$ cat config.mk
export PLATFORM = sky130hd
export DESIGN_NAME = fcsr_core
export DESIGN_NICKNAME = d
export VERILOG_FILES = /design/src/rtl/fcsr_pkg.sv /design/src/rtl/fcsr_cmd_decode.sv /design/src/rtl/fcsr_rd_mux.sv /design/src/rtl/fcsr_pin_drive.sv /design/src/rtl/fcsr_core.sv
export SDC_FILE = /design/constraint.sdc
export NUM_CORES = 1
export LEC_CHECK = 0
export ABC_AREA = 1
export BUFFER_PORTS_ARGS = -buffer_cell sky130_fd_sc_hd__buf_2
export CORE_MARGIN = 2
export CORE_UTILIZATION = 59
export CTS_CLUSTER_DIAMETER = 80
export DETAILED_ROUTE_END_ITERATION = 10
export HOLD_SLACK_MARGIN = 0.03
export PLACE_DENSITY = 0.8
export SYNTH_ARGS = -nofsm -noshare
export SYNTH_HDL_FRONTEND = slang
export SYNTH_SLANG_ARGS = --single-unit
$ cat constraint.sdc
create_clock -name clk -period 2 [get_ports clk]
set_input_delay 0.2 -clock clk [delete_from_list [all_inputs] [get_ports clk]]
set_output_delay 0.2 -clock clk [all_outputs]
set_load 0.005 [all_outputs]
$ cat src/rtl/fcsr_pkg.sv
package fcsr_pkg;

    localparam int DW    = 16;
    localparam int IDX_W = 3;
    localparam int KW    = 2;

    // register indices
    localparam logic [IDX_W-1:0] RI_CMD  = 3'd0;
    localparam logic [IDX_W-1:0] RI_CFG1 = 3'd1;
    localparam logic [IDX_W-1:0] RI_CFG2 = 3'd2;
    localparam logic [IDX_W-1:0] RI_STAT = 3'd3;
    localparam logic [IDX_W-1:0] RI_INT  = 3'd4;

    // interrupt register bit positions
    localparam int IB_MASTER = 15;
    localparam int IB_WARM   = 4;
    localparam int IB_ERASE  = 5;
    localparam int IB_PROG   = 6;
    localparam int IB_LOAD   = 7;

    // status register bit positions
    localparam int SB_CMD   = 10;
    localparam int SB_ERASE = 11;
    localparam int SB_PROG  = 12;
    localparam int SB_LOAD  = 13;

    // configuration-1 bit positions
    localparam int CB_POL = 6;
    localparam int CB_RDY = 7;
    localparam int CFG1_RD_ZERO = 5;

    localparam logic [DW-1:0] CFG1_RST     = 16'h40C0;
    localparam logic [DW-1:0] INT_COLD_RST = 16'h8080;
    localparam logic [DW-1:0] INT_WARM_RST = 16'h8010;

    typedef enum logic [2:0] {
        CL_LOAD,
        CL_PROG,
        CL_ERASE,
        CL_IMM,
        CL_NOP,
        CL_RESET,
        CL_BAD
    } cmd_class_e;

    typedef enum logic [KW-1:0] {
        K_LOAD  = 2'd0,
        K_PROG  = 2'd1,
        K_ERASE = 2'd2
    } eng_kind_e;

    typedef struct packed {
        logic [DW-1:0] cmd;
        logic [DW-1:0] cfg1;
        logic [DW-1:0] cfg2;
        logic [DW-1:0] stat;
        logic [DW-1:0] intr;
        logic [DW-1:0] rdata;
        logic          busy;
        eng_kind_e     kind;
        logic          req;
    } core_st_t;

endpackage

$ cat src/rtl/fcsr_cmd_decode.sv
module fcsr_cmd_decode
    import fcsr_pkg::*;
(
    input  logic [DW-1:0] code,
    output cmd_class_e    cls
);
    always_comb begin
        unique case (code)
            16'h0000, 16'h0013:                     cls = CL_LOAD;
            16'h0080, 16'h001A, 16'h001B:           cls = CL_PROG;
            16'h0094, 16'h0095, 16'h0030:           cls = CL_ERASE;
            16'h0023, 16'h0027, 16'h002A,
            16'h002C, 16'h0065, 16'h0071:           cls = CL_IMM;
            16'h00B0:                               cls = CL_NOP;
            16'h00F0, 16'h00F3:                     cls = CL_RESET;
            default:                                cls = CL_BAD;
        endcase
    end
endmodule

$ cat src/rtl/fcsr_rd_mux.sv
module fcsr_rd_mux
    import fcsr_pkg::*;
(
    input  logic [IDX_W-1:0] idx,
    input  logic [DW-1:0]    cmd_q,
    input  logic [DW-1:0]    cfg1_q,
    input  logic [DW-1:0]    cfg2_q,
    input  logic [DW-1:0]    stat_q,
    input  logic [DW-1:0]    int_q,
    output logic [DW-1:0]    rd_val
);
    always_comb begin
        unique case (idx)
            RI_CMD:  rd_val = cmd_q;
            RI_CFG1: rd_val = {cfg1_q[DW-1:CFG1_RD_ZERO], {CFG1_RD_ZERO{1'b0}}};
            RI_CFG2: rd_val = cfg2_q;
            RI_STAT: rd_val = stat_q;
            RI_INT:  rd_val = int_q;
            default: rd_val = '0;
        endcase
    end
endmodule

$ cat src/rtl/fcsr_pin_drive.sv
module fcsr_pin_drive
    import fcsr_pkg::*;
(
    input  logic master,
    input  logic cfg_pol,
    input  logic cfg_rdy,
    output logic irq,
    output logic rdy
);
    // polarity bit set: active high; clear: active low
    assign irq = master ^ ~cfg_pol;
    assign rdy = cfg_rdy;
endmodule

$ cat src/rtl/fcsr_core.sv
module fcsr_core
    import fcsr_pkg::*;
(
    input  logic             clk,
    input  logic             rst_n,
    input  logic             warm_rst,
    input  logic             wr_en,
    input  logic             rd_en,
    input  logic [IDX_W-1:0] reg_idx,
    input  logic [DW-1:0]    wdata,
    output logic [DW-1:0]    rdata,
    output logic             eng_req,
    output logic [KW-1:0]    eng_kind,
    input  logic             eng_done,
    input  logic             eng_fail,
    output logic             irq_o,
    output logic             rdy_o
);
    core_st_t   st_d, st_q;
    cmd_class_e cls;
    logic [DW-1:0] rd_val;
    logic [DW-1:0] cmd_q, cfg1_q, cfg2_q, stat_q, int_q;
    logic          busy_q;
    logic          cmd_ok;
    logic          warm_go;

    assign cmd_q  = st_q.cmd;
    assign cfg1_q = st_q.cfg1;
    assign cfg2_q = st_q.cfg2;
    assign stat_q = st_q.stat;
    assign int_q  = st_q.intr;
    assign busy_q = st_q.busy;

    fcsr_cmd_decode i_dec (
        .code (wdata),
        .cls  (cls)
    );

    fcsr_rd_mux i_rd (
        .idx    (reg_idx),
        .cmd_q  (cmd_q),
        .cfg1_q (cfg1_q),
        .cfg2_q (cfg2_q),
        .stat_q (stat_q),
        .int_q  (int_q),
        .rd_val (rd_val)
    );

    fcsr_pin_drive i_pin (
        .master  (int_q[IB_MASTER]),
        .cfg_pol (cfg1_q[CB_POL]),
        .cfg_rdy (cfg1_q[CB_RDY]),
        .irq     (irq_o),
        .rdy     (rdy_o)
    );

    assign cmd_ok = wr_en && (reg_idx == RI_CMD) && !int_q[IB_MASTER] && !busy_q;

    always_comb begin
        st_d    = st_q;
        st_d.req = 1'b0;
        warm_go = 1'b0;

        if (rd_en) begin
            st_d.rdata = rd_val;
        end

        // plain register writes
        if (wr_en) begin
            unique case (reg_idx)
                RI_CFG1: st_d.cfg1 = wdata;
                RI_CFG2: st_d.cfg2 = wdata;
                RI_INT: begin
                    st_d.intr = st_q.intr & wdata;
                    if (!st_d.intr[IB_MASTER]) begin
                        st_d.stat[SB_LOAD:SB_CMD] = '0;
                    end
                end
                default: ;
            endcase
        end

        // command acceptance
        if (cmd_ok) begin
            st_d.cmd = wdata;
            unique case (cls)
                CL_LOAD: begin
                    st_d.busy = 1'b1;
                    st_d.kind = K_LOAD;
                    st_d.req  = 1'b1;
                end
                CL_PROG: begin
                    st_d.busy = 1'b1;
                    st_d.kind = K_PROG;
                    st_d.req  = 1'b1;
                end
                CL_ERASE: begin
                    st_d.busy = 1'b1;
                    st_d.kind = K_ERASE;
                    st_d.req  = 1'b1;
                end
                CL_IMM: st_d.intr[IB_MASTER] = 1'b1;
                CL_NOP: ;
                CL_RESET: warm_go = 1'b1;
                default: begin
                    st_d.stat[SB_CMD]    = 1'b1;
                    st_d.intr[IB_MASTER] = 1'b1;
                end
            endcase
        end

        // engine completion, merged after any host mask
        if (eng_done && busy_q) begin
            st_d.busy            = 1'b0;
            st_d.intr[IB_MASTER] = 1'b1;
            unique case (st_q.kind)
                K_LOAD:  st_d.intr[IB_LOAD]  = 1'b1;
                K_PROG:  st_d.intr[IB_PROG]  = 1'b1;
                default: st_d.intr[IB_ERASE] = 1'b1;
            endcase
            if (eng_fail) begin
                st_d.stat[SB_CMD] = 1'b1;
                unique case (st_q.kind)
                    K_LOAD:  st_d.stat[SB_LOAD]  = 1'b1;
                    K_PROG:  st_d.stat[SB_PROG]  = 1'b1;
                    default: st_d.stat[SB_ERASE] = 1'b1;
                endcase
            end
        end

        if (warm_go || warm_rst) begin
            st_d.cmd  = '0;
            st_d.cfg1 = CFG1_RST;
            st_d.cfg2 = '0;
            st_d.stat = '0;
            st_d.intr = INT_WARM_RST;
            st_d.busy = 1'b0;
            st_d.kind = K_LOAD;
            st_d.req  = 1'b0;
        end
    end

    always_ff @(posedge clk or negedge rst_n) begin
        if (!rst_n) begin
            st_q.cmd   <= '0;
            st_q.cfg1  <= CFG1_RST;
            st_q.cfg2  <= '0;
            st_q.stat  <= '0;
            st_q.intr  <= INT_COLD_RST;
            st_q.rdata <= '0;
            st_q.busy  <= 1'b0;
            st_q.kind  <= K_LOAD;
            st_q.req   <= 1'b0;
        end else begin
            st_q <= st_d;
        end
    end

    assign rdata    = st_q.rdata;
    assign eng_req  = st_q.req;
    assign eng_kind = st_q.kind;

endmodule

==> summary.md, run 1 <==
| Metric | Value |
|---|---|
| Hold wc startpoint | wdata[14] |
| Sequential share of the synthesized area | 49.04% |
| Syn nets | 538 |
| Buffer levels on the longest clock path | 2 |
| IO Count | 47 |
| Total grt overflow | 0 |
| Standard-cell rows | 30 |
| Root cell of the clock tree | clkbuf_8 |
| Total power | 3.543 mW |
| Synthesized area | 4248 um^2 |
| Syn-to-layout area delta | 18.23% |
| RR Endpoint | cmd_q[3]$_DFFE_PN0P_ |
| Worst-case hold path end point | cfg1_q[14]$_DFFE_PN1P_ |
| Setup crit start kind | input port |
| Drt total wl | 11.38 mm |
| Yosys warnings | 0 |
| Worst R2R Start | int_q[15]$_DFF_PN1_ |
| Layout cells sized above 1 | 25.72% |
| Vias post-DR | 3935 |
| Initial DRC count | 432 |
| DR DRC count | 0 |
| H-tree levels | 3 |
| CP required | 2240 ps |
| Status | finished, final reports clean |
| Crit-path slowest cell | buf_4 |
| CP cell instances | buf_2 > nor2_2 > nand2_2 > nor2_1 > nor2_1 > nand3_1 > nand2_1 > ha_1 > nand3_1 > nand2_1 > inv_2 > nand3_4 > nand2_2 > nand2_4 > buf_4 > nand3_1 > nand2_1 |
| Nets | 614 |
| Core Util, Final | 73.11% |
| WL per Instance | 16.56 um |
| Die Y | 88.85 um |
| Critical path endpoint category | flop |
| FILL cells | 509 |
| Asr flop ratio synth | 100.0% |
| Worst-margin pin slew | 636.3 ps |
| Final critical-path share of the clock period | 86.67% |
| Worst Hold Class | input port to flop |
| Gr usage total | 31.11% |
| Clk_lat worst skew | 350 ps |
| Hold path depth | 3 |
| DRT Pass-1 Iters | 8 |
| Multi-input gate area | 1851 um^2 |
| Initial antenna violation count | 0 |
| Clk pin slew, worst setup/hold paths | 80 ps |
| FF+latch area | 2083 um^2 |
| Register-to-Register Path Depth | 6 |
| Mapped Cells | 510 |
| GP Congestion | 0.9453 |
| CTS tree | done |
| Minimum clock period | 1733 ps |
| Buffer and inverter count on the worst path | 3 |
| PortBufs | 46 |
| FMAX | 576.9 MHz |
| Critical path's top delay family | simple AND/OR/NAND/NOR gates |
| Worst IR Drop VDD | 344.9 uV |
| Syn_area_per_cell | 8.329 um^2 |
| Vias per cell | 5.728 |
| Maxcap violations | 0 |
| CTS sink cnt | 83 |
| Setup Buffers After CTS | 0 |
| Max incr delay on CP | 200 ps |
| Setup-failing EPs final | 0 |
| TritonCTS buffer count | 9 |
| Clock skew | 7.394 ps |
| CP Class | input port to flop |
| Post-DP HPWL | 7.785 mm |
| Relative slew slack | 57.53% |
| Global-route wire length before repair | 18.50 mm |
| Antenna-violating nets left | 0 |
| Leakage | 2.522 nW |
| Internal reg-to-reg setup slack | 340 ps |
| Largest net degree at the start of global routing | 49 |
| Final hold violations | 0 |
| Synth Flop Type | dfrtp_1 |
| Full die area | 7894 um^2 |
| Ant. Diodes | 0 |
| Critical Path AT | 1980 ps |
| Crit-path max FO | 13 |
| Yosys reg bits | 83 |
| Post-cts sizing count | 0 |
| TNS Setup | 0 ps |
| Core area | 6869 um^2 |
| Slew Limit Fails | 0 |
| Die width | 88.85 um |
| Number of flops mapped to enable cells by yosys | 0 |
| RSZ-0062 raised after global routing | no |
| Post-synth cell types | 38 |
| Starting Density | 61.84% |
| Vias in the first global route | 3868 |
| Pwr/cell area | 705.4 nW/um^2 |
==> synth_stat cells, types with 2 or more instances <==
| master | n | area share (%) |
|---|---|---|
| a21oi_1 | 8 | 0.94 |
| clkinv_1 | 4 | 0.35 |
| nand4_1 | 6 | 0.88 |
| mux2_2 | 15 | 4.0 |
| a21oi_2 | 8 | 1.6 |
| clkbuf_1 | 10 | 0.88 |
| inv_2 | 7 | 0.62 |
| nand3_1 | 65 | 7.7 |
| nand2_1 | 142 | 13 |
| buf_2 | 4 | 0.47 |
| a32oi_1 | 5 | 1.0 |
| nor2_2 | 4 | 0.59 |
| ha_1 | 2 | 0.59 |
| o21ai_0 | 27 | 3.2 |
| nor2_1 | 42 | 3.7 |
| nor3_1 | 4 | 0.47 |
| nand2_2 | 5 | 0.74 |
| o2111ai_1 | 5 | 1.0 |
| inv_1 | 35 | 3.1 |
| nor2_4 | 2 | 0.53 |
| o211ai_1 | 8 | 1.4 |
| dfstp_2 | 5 | 3.1 |
| buf_6 | 5 | 1.3 |
| dfrtp_1 | 78 | 46 |
==> final cells by class <==
| type | count | area share [%] |
|---|---|---|
| clock buffer | 12 | 2.890 |
| tap | 96 | 2.392 |
| inverter | 47 | 3.612 |
| timing repair buffer | 87 | 11.31 |
| multi-input combinational | 358 | 36.85 |
| sequential | 83 | 41.48 |
| clock inverter | 4 | 1.470 |
==> registers in the layout, indices dropped and copies added (netlist names) <==
register,flops
cfg1_q,11
rdata,16
busy_q,1
stat_q,4
cfg2_q,16
eng_kind,2
cmd_q,16
eng_req,1
int_q,16
==> cells by family after synthesis <==
kind of cell    count (synthesis)  share of synthesized area (%)
flops                          83                          49.04
xor+xnor                        1                         0.2062
mux                            16                          4.212
simple gates                  273                          28.10
buf+inv                        69                          7.570
compound gates                 66                          10.28
fa+ha+maj                       2                         0.5890
==> per-stage QoR <==
stage                     setup WS, ps  cell area (um^2)  hold WS (ps)  std cells
after global routing             64.54              5022         151.5        687
after CTS                        283.4              5022         116.4        687
after floorplan                  24.06              4255        -95.59        510
final                            266.7              5022         126.6        687
after global placement           15.99              4793         188.8        670
after detailed placement        -67.28              4793         198.0        670
==> layer usage <==
layer / GRT usage (%) / share of wire (%)
met3: 4.851 / 8.2
met2: 50.14 / 48
met5: 0 / 0
met4: 9.917 / 1.9
met1: 43.51 / 42
==> worst register-to-register path, stage by stage (launching register included) <==
cell and delay (ps):
dfstp_2 410, nor4_2 350, inv_2 180, nor2_2 190, buf_4 240, nand3_1 120, o21ai_0 90
==> how the worst max path moves through the flow <==
stage | startpoint | endpoint | slack [ps] | cells past startpoint
after global placement | wdata[2] | cfg1_q[11]$_DFFE_PN0P_ | 20 | 17
after floorplan | wdata[2] | int_q[14]$_DFFE_PN0P_ | 20 | 17
after CTS | wdata[2] | cfg2_q[11]$_DFFE_PN0P_ | 280 | 17
after detailed placement | wdata[0] | cfg2_q[10]$_DFFE_PN0P_ | -70 | 17
after global routing | wdata[2] | cfg1_q[10]$_DFFE_PN0P_ | 60 | 17
final | wdata[0] | cfg2_q[11]$_DFFE_PN0P_ | 270 | 17
==> repair_timing <==
action                                 CTS  global route
setup endpoints to repair                0             0
hold buffers                             1             0
endpoints found under the hold margin   31             0
==> where the power goes <==
part	leakage (nW)	internal (mW)	total, mW	switching, mW
clock	0.111	0.739	1.34	0.603
sequential	1.12	1.75	1.79	0.0406
combinational	1.29	0.152	0.410	0.258
total	2.52	2.64	3.54	0.901
==> cell usage in the layout (no fill, tap or decap), types with 2 or more instances in the layout <==
| cell | count |
|---|---|
| nand2_1 | 142 |
| dfrtp_1 | 78 |
| nand3_1 | 65 |
| buf_2 | 45 |
| nor2_1 | 41 |
| buf_4 | 39 |
| inv_1 | 35 |
| o21ai_0 | 27 |
| mux2_2 | 15 |
| clkbuf_8 | 10 |
| a21oi_2 | 8 |
| a21oi_1 | 8 |
| o211ai_1 | 8 |
| inv_2 | 7 |
| nand4_1 | 6 |
| nand2_2 | 5 |
| a32oi_1 | 5 |
| o2111ai_1 | 5 |
| dfstp_2 | 5 |
| nor2_2 | 4 |
| clkinv_1 | 4 |
| nor3_1 | 4 |
| nor2_4 | 3 |
| ha_1 | 2 |
| bufinv_16 | 2 |
| clkbuf_1 | 2 |
| buf_12 | 2 |
Note: power is estimated with default switching activity, not from simulation.
==> run 2: changes to the inputs <==
Settings changed: CORE_UTILIZATION 59 to 60, PLACE_DENSITY 0.8 to 0.81, SYNTH_HIERARCHICAL from default to 1.
Clock period 2 ns to 2.1 ns, I/O delays scaled along.
==> summary.md, run 2 <==
| Metric | Value |
|---|---|
| Pwr/cell area | 647.5 nW/um^2 (-8.2%) |
| Final critical-path share of the clock period | 84.82% |
| Critical Path AT | 2090 ps (+110 ps) |
| FF+latch area | 2083 um^2 (unchanged) |
| Final hold violations | 0 (unchanged) |
| Ant. Diodes | 0 (unchanged) |
| Nets | 688 (+12%) |
| Max incr delay on CP | 270 ps (+70 ps) |
| Full die area | 8561 um^2 (+8.4%) |
| CTS sink cnt | 83 (unchanged) |
| Layout cells sized above 1 | 21.59% (-4.1 points) |
| Total grt overflow | 0 (unchanged) |
| GP Congestion | 0.9269 (-1.9%) |
| TritonCTS buffer count | 9 (unchanged) |
| Antenna-violating nets left | 0 (unchanged) |
| Clk pin slew, worst setup/hold paths | 80 ps (about the same) |
| Synthesized area | 4702 um^2 (+11%) |
| Root cell of the clock tree | clkbuf_8 |
| Setup-failing EPs final | 0 (unchanged) |
| Syn-to-layout area delta | 12.35% |
| DRT Pass-1 Iters | 6 (-2) |
| Buffer levels on the longest clock path | 2 (unchanged) |
| Vias post-DR | 4349 (+11%) |
| Relative slew slack | 61.79% (+4.3 points) |
| Clock skew | 12.69 ps (+5.294 ps) |
| FMAX | 561.4 MHz |
| Die width | 92.53 um (+4.1%) |
| Syn_area_per_cell | 7.785 um^2 (-6.5%) |
| Worst-margin pin slew | 571.8 ps (-64.48 ps) |
| IO Count | 47 (unchanged) |
| Slew Limit Fails | 0 (unchanged) |
| Post-DP HPWL | 8.514 mm (+9.4%) |
| Core Util, Final | 69.08% (-4.0 points) |
| Die Y | 92.53 um (+4.1%) |
| Vias in the first global route | 3990 (+3.2%) |
| Maxcap violations | 0 (unchanged) |
| FILL cells | 631 (+24%) |
| CP required | 2410 ps (+170 ps) |
| Standard-cell rows | 32 (+6.7%) |
| CP cell instances | buf_2 > nor2_1 > nand2_1 > nor2_2 > a21boi_2 > nor2_2 > nand2_1 > nand2_1 > nand3_1 > nand2_1 > nand2_2 > buf_12 > nand3_1 > nand2_1 |
| Initial DRC count | 355 (-18%) |
| PortBufs | 46 (unchanged) |
| Commonest non-fill, non-tap cell in the layout | nand2_1 |
| Vias per cell | 5.655 (-1.3%) |
| Leakage | 2.870 nW (+14%) |
| Critical path endpoint category | flop |
| Multi-input gate area | 2163 um^2 (+17%) |
| Worst Hold Class | input port to flop |
| TNS Setup | 0 ps (unchanged) |
| H-tree levels | 3 (unchanged) |
| RSZ-0062 raised after global routing | no |
| Clk_lat worst skew | 370 ps (+20 ps) |
| Mapped Cells | 604 (+18%) |
| Gr usage total | 29.29% (-1.8 points) |
| CTS tree | done |
| Status | finished, final reports clean |
| Worst IR Drop VDD | 370.2 uV (+7.3%) |
| Global-route wire length before repair | 19.23 mm (+4.0%) |
| Core area | 7647 um^2 (+11%) |
| Most frequent cells in the layout | nand2_1, nand3_1, dfrtp_1 |
| Yosys warnings | 6 (+6) |
| Crit-path slowest cell | nor2_2 |
| Crit-path max FO | 26 (+13) |
| Minimum clock period | 1781 ps |
| Drt total wl | 12.11 mm (+6.4%) |
| DR DRC count | 0 (unchanged) |
| CP Class | input port to flop |
| Setup crit start kind | input port |
| Starting Density | 61.49% (-0.35 points) |
| Largest net degree at the start of global routing | 55 (+12%) |
| WL per Instance | 15.75 um (-4.9%) |
| Initial antenna violation count | 0 (unchanged) |
| Top cell by count, worst path | nand2_1 |
-- run 2: stage by stage --
step	hold WS [ps]	std cells	area (um^2)	setup slack [ps]	power (mW)
floorplan	-85.59	615	4743	402.6	2.056
global placement	165.0	752	5069	78.21	2.240
detailed placement	171.4	752	5069	10.52	2.253
CTS	105.4	769	5283	380.0	3.428
global route	128.9	769	5283	164.1	3.556
finish	115.1	769	5283	318.8	3.420
-- run 2: repair_timing --
item                      CTS  global route
hold endpoints to repair   25             0
buffers inserted            0             0
gates resized for setup     0             0
hold buffers                1             0
-- run 2: critical path: cells and delay by family --
| family | cells | cell delay [ps] |
|---|---|---|
| AO/OA/AOI/OAI | 1 | 250 |
| buffers and inverters | 2 | 300 |
| AND/OR/NAND/NOR | 11 | 1320 |
-- run 2: path summary, 6_finish.rpt --
kind / from / endpoint / slack (ps) / cells past startpoint
max in group asynchronous: rst_n / cfg1_q[14]$_DFFE_PN1P_ / 1130 / 3
max reg2reg: int_q[15]$_DFF_PN1_ / cmd_q[9]$_DFFE_PN0P_ / 490 / 7
min: eng_done / busy_q$_DFFE_PN0P_ / 120 / 4
min in group asynchronous: rst_n / cmd_q[12]$_DFFE_PN0P_ / 300 / 2
min reg2reg: cmd_q[11]$_DFFE_PN0P_ / cmd_q[11]$_DFFE_PN0P_ / 490 / 2
max: wdata[13] / cfg1_q[13]$_DFFE_PN0P_ / 320 / 14
-- run 2: per-layer routing --
layer	wire (um)	global-route usage [%]	vias up	share of wire, %
met3	1007	8.137	27	8.3
met2	5717	46.41	205	47
met1	5058	38.39	2039	42
met5	0	0	-	0
li1	-	-	2078	-
met4	325	11.32	0	2.7
-- run 2: layout make-up --
type                       count  share of cell area, %
clock buffer                  11                  2.676
multi-input combinational    440                  40.95
sequential                    83                  39.44
inverter                      59                  4.429
timing repair buffer          69                  8.906
clock inverter                 5                  1.184
tap                          102                  2.416
-- run 2: power by group --
| part | internal (mW) | switching, mW |
|---|---|---|
| clock network | 0.586 | 0.603 |
| logic | 0.171 | 0.321 |
| registers | 1.69 | 0.0495 |
| total | 2.45 | 0.974 |
==> run 3: changes to the inputs <==
Settings changed: CORE_UTILIZATION 60 to 54, PLACE_DENSITY 0.81 to 0.77.
Clock period 2.1 ns to 1.4 ns, I/O delays scaled along.
==> summary.md, run 3 (synthesis gave the netlist of run 2 again) <==
| Metric | Value |
|---|---|
| Status | complete, but fails checks |
| Failing checks | negative setup slack |
| Pwr/cell area | 883.2 nW/um^2 (+36%) |
| Final instance area | 6062 um^2 (+15%) |
| Vias in the first global route | 4382 (+9.8%) |
| Syn-to-layout area delta | 28.92% |
| Setup crit start kind | input port |
| Commonest non-fill, non-tap cell in the layout | nand2_1 |
| FMAX | 692.2 MHz |
| Crit-path slowest cell | a21boi_4 |
| Largest net degree at the start of global routing | 37 (-33%) |
| Total grt overflow | 0 (unchanged) |
| Final hold violations | 0 (unchanged) |
| Clk pin slew, worst setup/hold paths | 90 ps (about the same) |
| Worst Hold Class | input port to flop |
| Root cell of the clock tree | clkbuf_8 |
| Area after DPL | 5458 um^2 (+7.7%) |
| FILL cells | 653 (+3.5%) |
| Die width | 97.32 um (+5.2%) |
| Drt total wl | 14.02 mm (+16%) |
| Standard-cell rows | 34 (+6.3%) |
| Hold wc startpoint | eng_done |
| Non-Filler Instances | 806 (+4.8%) |
| Top cell by count, worst path | nand2_2 |
| Buffer levels on the longest clock path | 2 (unchanged) |
| Worst R2R Start | int_q[15]$_DFF_PN1_ |
| Final WS setup | -44.57 ps (-363.4 ps) |
| Layout cells sized above 1 | 34.96% (+13 points) |
| Worst IR Drop VDD | 472.8 uV (+28%) |
| CTS sink cnt | 83 (unchanged) |
| Global-route wire length before repair | 21.60 mm (+12%) |
| GP Congestion | 0.8651 (-6.7%) |
| Minimum clock period | 1445 ps |
| Clk_lat worst skew | 370 ps (about the same) |
| Nets | 719 (+4.5%) |
| Clock skew | 13.64 ps (+0.9550 ps) |
| Vias per cell | 5.893 (+4.2%) |
| H-tree levels | 3 (unchanged) |
| Gr usage total | 28.62% (-0.67 points) |
| Core area | 8593 um^2 (+12%) |
| Max incr delay on CP | 220 ps (-50 ps) |
| Placed insts | 780 (+3.7%) |
| Maxcap violations | 0 (unchanged) |
| Antenna-violating nets left | 0 (unchanged) |
| CP required | 1690 ps (-720 ps) |
| RSZ-0062 raised after global routing | yes |
| Final critical-path share of the clock period | 103.2% |
| WL per Instance | 17.40 um (+10%) |
| Leakage | 3.124 nW (+8.9%) |
| DR DRC count | 0 (unchanged) |
| PortBufs | 46 (unchanged) |
| Initial DRC count | 381 (+7.3%) |
| Critical path endpoint category | flop |
| IO Count | 47 (unchanged) |
| Die Y | 97.32 um (+5.2%) |
| DRT Pass-1 Iters | 5 (-1) |
| Full die area | 9470 um^2 (+11%) |
| CTS tree | done |
| TritonCTS buffer count | 9 (unchanged) |
| CP cell instances | buf_8 > nor2_4 > nand2_2 > nor2_4 > a21boi_4 > nand3b_1 > buf_4 > nand2_2 > nand2_2 > nand3_2 > nand2_2 > nand2_1 > a21oi_1 |
| Crit-path max FO | 5 (-81%) |
| Slew Limit Fails | 0 (unchanged) |
| CP Class | input port to flop |
| Setup-failing EPs final | 19 (+19) |
| Starting Density | 54.72% (-6.8 points) |
| Most frequent cells in the layout | nand2_1, dfrtp_1, nand3_1 |
| CP startpoint | wdata[12] |
| Ant. Diodes | 0 (unchanged) |
| Critical Path AT | 1740 ps (-350 ps) |
| Vias post-DR | 4750 (+9.2%) |
| Post-DP HPWL | 9.335 mm (+9.6%) |
| Initial antenna violation count | 0 (unchanged) |
run 3: cell types whose count changed in the layout (fill, tap and decap cells not counted), sizes merged:
cell / before / now
buf: 68 / 95
inv: 58 / 59
nand2: 166 / 167
clkbuf: 11 / 14
clkinv: 3 / 2
run 3: area by class of cell:
cell class | instances | area (um^2) | share of cell area, %
timing repair buffer | 99 | 877.1 | 14.47
sequential | 83 | 2083 | 34.37
clock buffer | 11 | 131.4 | 2.167
clock inverter | 5 | 62.56 | 1.032
tap | 108 | 135.1 | 2.229
inverter | 59 | 246.5 | 4.066
multi-input combinational | 441 | 2526 | 41.67
run 3: timing repair:
action	4_1_cts	5_1_grt
pin swaps	6	26
resized for setup	14	68
hold endpoints to repair	28	0
endpoints found under the setup margin	38	68
gates cloned	0	6
hold buffers	1	0
setup buffers	1	2
run 3: where the power goes:
group	total, mW	switching (mW)	internal, mW
Clock	1.78	0.947	0.836
Sequential	2.61	0.0816	2.53
Combinational	0.957	0.574	0.382
Total	5.35	1.60	3.75
run 3: worst paths after layout:
kind | slack, ps | endpoint | cells after the start
worst max-delay path | -40 | busy_q$_DFFE_PN0P_ | 13
worst min-delay path | 40 | busy_q$_DFFE_PN0P_ | 4
worst max register to register | 10 | cmd_q[3]$_DFFE_PN0P_ | 7
worst min register to register | 490 | cmd_q[12]$_DFFE_PN0P_ | 2
max in group asynchronous | 560 | int_q[15]$_DFF_PN1_ | 3
min in group asynchronous | 270 | rdata[11]$_DFFE_PN0P_ | 2
run 3: critical path, delay by kind of cell:
family / cells / cell delay, ps
AND/OR/NAND/NOR: 9 / 980
AO/OA/AOI/OAI: 2 / 350
buffers and inverters: 2 / 260
run 3: per-stage QoR:
stage	utilization [%]	power [mW]	setup TNS, ps	setup slack, ps	hold slack [ps]
3_3_place_gp	63.51	3.453	-20820	-358.3	129.1
4_1_cts	66.54	5.228	-268.6	-37.76	39.75
6_report	70.54	5.354	-232.4	-44.57	42.89
3_5_place_dp	63.51	3.484	-25350	-423.9	135.5
2_1_floorplan	-	3.132	-3121	-77.99	-155.6
5_1_grt	70.54	5.541	-3852	-103.4	72.16
run 3: metal layers:
layer | track usage (%) | vias up | wire [um]
li1 | - | 2142 | -
met1 | 37.78 | 2283 | 5255
met2 | 46.90 | 282 | 6991
met3 | 5.683 | 43 | 1382
met4 | 10.90 | 0 | 392
met5 | 0 | - | 0
